### config.mk
export PLATFORM = sky130hd
export DESIGN_NAME = i2c_scl_rate_gen
export DESIGN_NICKNAME = d
export VERILOG_FILES = /design/src/rtl/i2c_rate_pkg.sv /design/src/rtl/i2c_glitch_filter.sv /design/src/rtl/i2c_fixed_half_div.sv /design/src/rtl/i2c_ovf_half_div.sv /design/src/rtl/i2c_scl_rate_gen.sv
export SDC_FILE = /design/constraint.sdc
export NUM_CORES = 1
export LEC_CHECK = 0
export BUFFER_PORTS_ARGS = -buffer_cell sky130_fd_sc_hd__buf_2
export CAP_MARGIN = 20
export CORE_AREA = 5 5 64 49
export CTS_CLUSTER_SIZE = 8
export DETAILED_ROUTE_END_ITERATION = 10
export DIE_AREA = 0 0 69 54
export PLACE_DENSITY_LB_ADDON = 0.25
export SYNTH_ARGS = -nofsm -noshare
export SYNTH_HDL_FRONTEND = slang
export SYNTH_SLANG_ARGS = --single-unit
### constraint.sdc
create_clock -name clk -period 2.4 [get_ports clk]
set_input_delay 0.36 -clock clk [delete_from_list [all_inputs] [get_ports clk]]
set_output_delay 0.36 -clock clk [all_outputs]
set_load 0.005 [all_outputs]
### src/rtl/i2c_rate_pkg.sv
package i2c_rate_pkg;
  localparam int HALF_W = 9;
  localparam logic [2:0] RATE_TIMER = 3'b111;

  // half of the oscillator divisor for each fixed rate code
  function automatic logic [HALF_W-1:0] half_div(input logic [2:0] code);
    logic [HALF_W-1:0] h;
    case (code)
      3'd0:    h = HALF_W'(128);
      3'd1:    h = HALF_W'(112);
      3'd2:    h = HALF_W'(96);
      3'd3:    h = HALF_W'(80);
      3'd4:    h = HALF_W'(480);
      3'd5:    h = HALF_W'(60);
      3'd6:    h = HALF_W'(30);
      default: h = HALF_W'(128);
    endcase
    return h;
  endfunction
endpackage

### src/rtl/i2c_glitch_filter.sv
module i2c_glitch_filter #(
  parameter int   FILT_CLKS = 3,
  parameter logic RST_LEVEL = 1'b1
) (
  input  logic clk,
  input  logic rst,
  input  logic raw,
  output logic filt
);
  localparam int CW = $clog2(FILT_CLKS + 1);

  logic [CW-1:0] run;

  always_ff @(posedge clk) begin
    if (rst) begin
      filt <= RST_LEVEL;
      run  <= '0;
    end else if (raw == filt) begin
      run <= '0;
    end else if (run == CW'(FILT_CLKS - 1)) begin
      filt <= raw;
      run  <= '0;
    end else begin
      run <= run + CW'(1);
    end
  end

  generate
    if (FILT_CLKS == 3) begin : g_chk3
      // a new output level must have been seen on the last three samples
      p_hold_three_r8: assert property (@(posedge clk) disable iff (rst)
        (filt != $past(filt)) |->
          ($past(raw) == filt && $past(raw, 2) == filt && $past(raw, 3) == filt));
    end
  endgenerate
endmodule

### src/rtl/i2c_fixed_half_div.sv
module i2c_fixed_half_div #(
  parameter int HALF_W = 9
) (
  input  logic              clk,
  input  logic              rst,
  input  logic              clr,
  input  logic              active,
  input  logic [HALF_W-1:0] half_len,
  output logic              done
);
  logic [HALF_W-1:0] cnt;

  assign done = active && (cnt == (half_len - HALF_W'(1)));

  always_ff @(posedge clk) begin
    if (rst || clr) begin
      cnt <= '0;
    end else if (active) begin
      cnt <= done ? '0 : cnt + HALF_W'(1);
    end
  end
endmodule

### src/rtl/i2c_ovf_half_div.sv
module i2c_ovf_half_div #(
  parameter int TICKS_PER_HALF = 4
) (
  input  logic clk,
  input  logic rst,
  input  logic clr,
  input  logic active,
  input  logic ovf,
  output logic done
);
  localparam int TW = (TICKS_PER_HALF > 1) ? $clog2(TICKS_PER_HALF) : 1;

  logic [TW-1:0] tcnt;

  assign done = active && ovf && (tcnt == TW'(TICKS_PER_HALF - 1));

  always_ff @(posedge clk) begin
    if (rst || clr) begin
      tcnt <= '0;
    end else if (active && ovf) begin
      tcnt <= done ? '0 : tcnt + TW'(1);
    end
  end
endmodule

### src/rtl/i2c_scl_rate_gen.sv
module i2c_scl_rate_gen #(
  parameter int HALF_W         = i2c_rate_pkg::HALF_W,
  parameter int TICKS_PER_HALF = 4,
  parameter int FILT_CLKS      = 3,
  parameter int MIN_HALF_CLKS  = 16,
  parameter int RUN_W          = 10
) (
  input  logic       clk,
  input  logic       rst,
  input  logic       en,
  input  logic [2:0] rate_sel,
  input  logic       tmr_ovf,
  input  logic       scl_in,
  input  logic       sda_in,
  output logic       scl_out,
  output logic       half_tick,
  output logic       scl_filt,
  output logic       sda_filt
);
  localparam int N_LINES = 2;

  logic [2:0]        sel_q;
  logic              mode_timer;
  logic              restart;
  logic [HALF_W-1:0] half_len;
  logic              fixed_done;
  logic              ovf_done;
  logic              toggle;
  logic [RUN_W-1:0]  run_len;

  assign mode_timer = (rate_sel == i2c_rate_pkg::RATE_TIMER);
  assign restart    = !en || (rate_sel != sel_q);
  assign half_len   = HALF_W'(i2c_rate_pkg::half_div(rate_sel));
  assign toggle     = !restart && (fixed_done || ovf_done);

  always_ff @(posedge clk) begin
    if (rst) sel_q <= '0;
    else     sel_q <= rate_sel;
  end

  i2c_fixed_half_div #(.HALF_W(HALF_W)) fixed_i (
    .clk      (clk),
    .rst      (rst),
    .clr      (restart),
    .active   (en && !mode_timer),
    .half_len (half_len),
    .done     (fixed_done)
  );

  i2c_ovf_half_div #(.TICKS_PER_HALF(TICKS_PER_HALF)) ovf_i (
    .clk    (clk),
    .rst    (rst),
    .clr    (restart),
    .active (en && mode_timer),
    .ovf    (tmr_ovf),
    .done   (ovf_done)
  );

  always_ff @(posedge clk) begin
    if (rst || !en) begin
      scl_out   <= 1'b1;
      half_tick <= 1'b0;
    end else begin
      half_tick <= toggle;
      if (toggle) scl_out <= ~scl_out;
    end
  end

  // cycles since the last half boundary or restart, used only for checking
  always_ff @(posedge clk) begin
    if (rst || restart || toggle) run_len <= '0;
    else if (run_len != '1)       run_len <= run_len + RUN_W'(1);
  end

  logic [N_LINES-1:0] raw_lines;
  logic [N_LINES-1:0] clean_lines;
  assign raw_lines = {sda_in, scl_in};

  genvar g;
  generate
    for (g = 0; g < N_LINES; g++) begin : g_filt
      i2c_glitch_filter #(.FILT_CLKS(FILT_CLKS), .RST_LEVEL(1'b1)) filt_i (
        .clk  (clk),
        .rst  (rst),
        .raw  (raw_lines[g]),
        .filt (clean_lines[g])
      );
    end
  endgenerate

  assign scl_filt = clean_lines[0];
  assign sda_filt = clean_lines[1];

  // disabling releases SCL on the next edge
  p_release_off_r6: assert property (@(posedge clk) disable iff (rst)
    !en |=> (scl_out && !half_tick));

  // the boundary marker never lasts two cycles
  p_single_pulse_r3: assert property (@(posedge clk) disable iff (rst)
    half_tick |=> !half_tick);

  // in timer mode a boundary needs a sampled overflow strobe
  p_timer_needs_ovf_r4: assert property (@(posedge clk) disable iff (rst)
    (half_tick && $past(mode_timer)) |-> $past(tmr_ovf));

  // fixed-rate half periods respect the minimum length
  p_min_half_r9: assert property (@(posedge clk) disable iff (rst)
    (fixed_done && !restart) |-> (run_len >= RUN_W'(MIN_HALF_CLKS - 1)));
endmodule

==> impl_metrics.env, run 1 <==
export IMPL_via_per_inst=5.14
export IMPL_grt_pass1_vias=925
export IMPL_via_count=956
export IMPL_ys_flop_type="dfxtp_1"
export IMPL_setup_viol=0
export IMPL_cts_root_buf="clkbuf_4"
export IMPL_cts_setup_buffers=0
export IMPL_status="completed"
export IMPL_portBuffers=12
export IMPL_die_area_mm2=0.00373
export IMPL_clkTransAtPathRegs_ps=120
export IMPL_die_h_um=54
export IMPL_ys_seq_area_frac=0.372
export IMPL_grt_busiest_layer="met2"
export IMPL_syn_nets=150
export IMPL_critPathArrivalTime_ps=2260
export IMPL_overflow=0
export IMPL_die_x_um=69
export IMPL_cap_viol_max_count=0
export IMPL_clk_latency_ps=310
export IMPL_synth_top_area_share=0.372
export IMPL_period_minus_slack_ps=2040
export IMPL_ioPinCount=13
export IMPL_avgSynthCellArea_um2=8.69
export IMPL_detail_route_drc_violations=0
export IMPL_cts_tree="built"
export IMPL_cts_hold_buffers=0
export IMPL_antenna_found_initial=0
export IMPL_syn_area_mm2=0.00118
export IMPL_grtUsageMet3=0.0541
export IMPL_crit_type="input pin to flip-flop"
export IMPL_nNetsFinal=166
export IMPL_antenna_left=0
export IMPL_htreeDepth=1
export IMPL_fin_setup_tns_ps=0
export IMPL_ys_warn_count=0
export IMPL_antenna_cells=0
export IMPL_cts_resized_gates=0
export IMPL_clock_tree_buffer_depth=2
export IMPL_cp_max_fo=5
export IMPL_endpoint_kind="flip-flop"
export IMPL_syn_instance_count=136
export IMPL_std_cell_rows=16
export IMPL_path_common_cell="xor2_1"
export IMPL_path_cells="buf_2, xor2_1, nand2_1, ha_1, xor2_1, o2111ai_1, nor2_1, nand3_1, or4_1, and3_1"
export IMPL_synth_distinct_cells=35
export IMPL_gp_congestion=0.894
export IMPL_grt_use_total=0.136
export IMPL_async_reset_ff_frac=0
export IMPL_p_leak_nw=0.470
export IMPL_synth_edff_count=0
export IMPL_numCtsBuffers=3
export IMPL_timing_final_crit_share=0.850
export IMPL_slowest_stage="or4_1"
export IMPL_cp_required_ps=2620
export IMPL_core_mm2=0.00256
export IMPL_yosys_top_cells_area="dfxtp_1, nor2_1, xnor2_1, ha_1, nand3_1"
export IMPL_synth_top_cell_by_area="dfxtp_1"
export IMPL_grt_pass1_wl_mm=4.04
export IMPL_initial_core_util=0.461
export IMPL_hold_viol_final=0
export IMPL_cp_start_kind="input pin"
export IMPL_met2_usage=0.212
export IMPL_drtIter0Drc=77
export IMPL_powerDensity_mw_per_mm2=489
export IMPL_fmax_mhz=490
export IMPL_synth_ff_latch_count=22
export IMPL_ir_worst_vdd_uv=284
export IMPL_hold_worst_slack_ps=287
export IMPL_worstMarginPinSlew_ps=471
export IMPL_drive_gt1_frac=0.167
export IMPL_maxSlewHeadroom=0.682
export IMPL_cp_slowest_stage_delay_ps=500
export IMPL_area_delta_synth_final_pct=9.84
export IMPL_grt_start_max_net_pins=13
export IMPL_hpwl_mm=1.76
export IMPL_dr_pass1_iters=4
export IMPL_wl_per_cell_um=12.3
export IMPL_rsz0062_at_grt="false"
export IMPL_wl_mm=2.30
export IMPL_fin_skew_ps=10.5
export IMPL_clock_sinks=22
export IMPL_met1_usage=0.173
export IMPL_finalMaxSlewViolations=0
export IMPL_min_path_type="input pin to flip-flop"
[synth_stat cells (3+ instances only)]
master,number
nand3_1,11
nand2b_1,3
a21oi_1,3
nor2_1,26
ha_1,5
nor2b_1,6
nand2_1,7
dfxtp_1,22
inv_1,3
xor2_1,6
xnor2_1,10
[power breakdown]
group	switching, W	total [W]	internal, W	leakage (nW)
Combinational	0.0000473	0.0000888	0.0000415	0.278
Clock	0.000107	0.000166	0.0000586	0.0138
Sequential	0.00000483	0.000380	0.000375	0.179
[worst max-delay path, delay by kind of cell]
family	cells	cell delay, ps
adder cells (fa/ha/maj)	1	310
AND/OR/NAND/NOR	5	1020
AO/OA/AOI/OAI	1	120
XOR/XNOR	2	330
buffers and inverters	1	140
[sequential cells by signal, summed over array words and instances, names as in the netlist]
signal / cells
scl_out: 1
ovf_i.tcnt: 2
sel_q: 3
g_filt.filt_i.run: 4
g_filt.filt_i.filt: 2
half_tick: 1
fixed_i.cnt: 9
[per-stage QoR]
step           area (um^2)  std cells   util  total power, W  setup slack [ps]
2_1_floorplan         1180        136      -        0.000453               147
3_3_place_gp          1280        183  0.498        0.000474              84.3
3_5_place_dp          1280        183  0.498        0.000477              17.4
4_1_cts               1300        186  0.507        0.000642               360
5_1_grt               1300        186  0.507        0.000675               246
6_report              1300        186  0.507        0.000635               361
[cell families after synthesis]
kind of cell | share of synthesized area
mux | 0.0169
compound gates | 0.115
simple gates | 0.286
flops | 0.372
fa+ha+maj | 0.0529
xor+xnor | 0.119
buf+inv | 0.0381
[layer usage]
| layer | part of all wire | vias to the layer above |
|---|---|---|
| met5 | 0 | - |
| met4 | 0.012 | 0 |
| met3 | 0.049 | 6 |
| met2 | 0.43 | 15 |
| met1 | 0.51 | 440 |
| li1 | - | 495 |
[area by class of cell]
type                       count  area, um^2
multi-input combinational    107         697
sequential                    22         440
fill                         274        1260
tap                           36        45.0
timing repair buffer          15        82.6
inverter                       3        11.3
clock buffer                   3        22.5
[layout by cell type (no fill, tap or decap)]
cell type  synthesis  routed
a211o_1            2       2
a21o_1             1       1
a21oi_1            3       3
a22oi_1            1       1
a31oi_1            1       1
and2_4             1       1
and3_1             2       2
and3_2             1       1
buf_2              0      12
buf_4              1       3
clkbuf_4           0       3
dfxtp_1           22      22
ha_1               5       5
inv_1              3       3
mux2i_1            2       2
nand2_1            7       7
nand2b_1           3       3
nand3_1           11      11
nand3b_1           1       1
nand4_1            2       2
nor2_1            26      26
nor2b_1            6       6
nor3b_4            1       1
nor4b_1            1       1
o2111ai_1          2       2
o21a_1             1       1
o21ai_0            2       2
o21ai_2            2       2
o2bb2ai_2          1       1
o31ai_1            2       2
or2_2              1       1
or3_1              2       2
or4_1              1       1
xnor2_1           10      10
xor2_1             6       6
[final timing paths]
kind	startpoint	slack [ps]	end	depth (start not counted)
worst max-delay path	rate_sel[1]	360	scl_out	10
worst min-delay path	scl_in	290	g_filt[0].filt_i.filt	2
worst max register to register	fixed_i.cnt[5]	660	scl_out	4
worst min register to register	g_filt[1].filt_i.run[0]	420	g_filt[1].filt_i.run[0]	1
Note: power is estimated with default switching activity, not from simulation.
==> run 2: changes to the inputs <==
clock period = 1.85 ns   (was 2.4 ns; I/O delays follow)
==> run 2 against run 1 <==
- sequential cell count unchanged
- non-clock buffer count is 11 higher
- clock power is 61% higher
- utilization increased by 4.2 points
- sequential share of layout area shrank 2.6 points
- worst setup slack lost 330 ps
- sequential power up 30%
- global-route usage increased by 0.67 points
- count of clock-buffer cells in the layout increased by 1
- wire length up 4.1%
- hold slack got worse by 100 ps
==> impl_metrics.env, run 2 (synthesized netlist as in run 1, its figures left out) <==
export IMPL_status="completed"
export IMPL_worstMarginPinSlew_ps=388
export IMPL_hold_viol_final=0
export IMPL_numCtsBuffers=3
export IMPL_power_w=0.000892
export IMPL_timing_final_crit_share=0.983
export IMPL_wl_per_cell_um=12.1
export IMPL_grt_pass1_vias=958
export IMPL_regMostFlops="fixed_i.cnt"
export IMPL_initial_core_util=0.461
export IMPL_grt_use_total=0.143
export IMPL_cp_max_fo=4
export IMPL_htreeDepth=1
export IMPL_antenna_found_initial=0
export IMPL_portBuffers=12
export IMPL_detail_route_drc_violations=0
export IMPL_p_leak_nw=0.531
export IMPL_reg_largest_list="fixed_i.cnt: 9 flops, g_filt.filt_i.run: 4 flops, sel_q: 3 flops"
export IMPL_reg2reg_depth=4
export IMPL_endpoint_kind="flip-flop"
export IMPL_std_cell_rows=16
export IMPL_antenna_cells=0
export IMPL_placed_cells=194
export IMPL_cp_slowest_stage_delay_ps=390
export IMPL_clkTransAtPathRegs_ps=120
export IMPL_cts_tree="built"
export IMPL_dpl_worst_slack_ps=-310
export IMPL_crit_type="input pin to flip-flop"
export IMPL_dr_pass1_iters=4
export IMPL_maxSlewHeadroom=0.738
export IMPL_path_cells="buf_4, and2_4, xnor2_1, ha_1, xor2_1, o2111ai_1, nor2_1, nand3_1, or4_1, and3_1"
export IMPL_min_path_type="input pin to flip-flop"
export IMPL_clock_sinks=22
export IMPL_drive_gt1_frac=0.235
export IMPL_nNetsFinal=177
export IMPL_fmax_mhz=550
export IMPL_ioPinCount=13
export IMPL_core_mm2=0.00256
export IMPL_gp_congestion=0.814
export IMPL_fin_setup_tns_ps=0
export IMPL_cts_root_buf="clkbuf_4"
export IMPL_antenna_left=0
export IMPL_cp_required_ps=2070
export IMPL_drtIter0Drc=42
export IMPL_period_minus_slack_ps=1820
export IMPL_rsz0062_at_grt="true"
export IMPL_cp_start_kind="input pin"
export IMPL_die_h_um=54
export IMPL_clock_tree_buffer_depth=2
export IMPL_critPathArrivalTime_ps=2040
export IMPL_cap_viol_max_count=0
export IMPL_wl_mm=2.39
export IMPL_die_area_mm2=0.00373
export IMPL_setup_viol=0
export IMPL_area_delta_synth_final_pct=18.8
export IMPL_fin_skew_ps=5.06
export IMPL_finalMaxSlewViolations=0
export IMPL_via_count=1005
export IMPL_grt_start_max_net_pins=13
export IMPL_fin_ws_ps=32.1
export IMPL_layout_commonest_cell="nor2_1"
export IMPL_powerDensity_mw_per_mm2=635
export IMPL_cts_hold_buffers=0
export IMPL_min_path_cells=2
export IMPL_overflow=0
export IMPL_clk_latency_ps=310
export IMPL_hpwl_mm=1.91
export IMPL_largest_reg_flops=9
export IMPL_ir_worst_vdd_uv=393
export IMPL_slowest_stage="or4_1"
export IMPL_stdcell_count=198
export IMPL_via_per_inst=5.08
export IMPL_die_x_um=69
export IMPL_grt_pass1_wl_mm=4.17
export IMPL_most_common_layout_cells="nor2_1, dfxtp_1, buf_4"
==> run 2: cell count changes in the layout (fill, tap and decap cells not counted), sizes merged <==
cell	change
buf	+11
clkbuf	+1
==> run 2: final timing paths <==
kind	from	end	slack, ps
setup / recovery	rate_sel[1]	scl_out	30
hold / removal	sda_in	g_filt[1].filt_i.filt	180
setup reg to reg	fixed_i.cnt[5]	scl_out	240
hold reg to reg	g_filt[0].filt_i.run[0]	g_filt[0].filt_i.run[0]	420
==> run 2: what timing repair did <==
action                     in CTS  in global routing
gates resized for setup         0                  2
buffers inserted                0                  0
setup endpoints to repair       0                  1
==> run 2: layout make-up <==
type | instances | area (um^2)
fillers | 255 | 1160
multi-input cells | 107 | 704
flip-flops and latches | 22 | 440
repair buffers | 26 | 168
well taps | 36 | 45.0
clock buffers | 4 | 36.3
inverters | 3 | 11.3
==> run 2: through the flow <==
stage	util	hold WS (ps)	instance area, um^2
final	0.548	185	1410
after global routing	0.548	189	1410
after CTS	0.544	185	1400
after detailed placement	0.530	402	1360
after global placement	0.530	399	1360
after floorplan	-	349	1190
==> run 2: critical path: cells and delay by family <==
kind / cells / cell delay (ps)
AOI/OAI and AO/OA: 1 / 130
xor gates and xnor gates: 2 / 290
adders and majority gates: 1 / 290
buffers and inverters: 1 / 130
and+or+nand+nor: 5 / 930
==> run 2: where the power goes <==
group | switching (W) | internal, W | leakage (nW)
registers | 0.00000640 | 0.000487 | 0.179
logic | 0.0000665 | 0.0000657 | 0.332
clock network | 0.000147 | 0.000120 | 0.0210
==> run 2: metal layers <==
| layer | share of wire | wire length, um | vias up | global-route usage |
|---|---|---|---|---|
| li1 | - | - | 526 | - |
| met1 | 0.50 | 1190 | 448 | 0.177 |
| met2 | 0.44 | 1040 | 29 | 0.244 |
| met3 | 0.061 | 145 | 2 | 0.0504 |
| met4 | 0.0042 | 10 | 0 | 0.0292 |
| met5 | 0 | 0 | - | 0 |
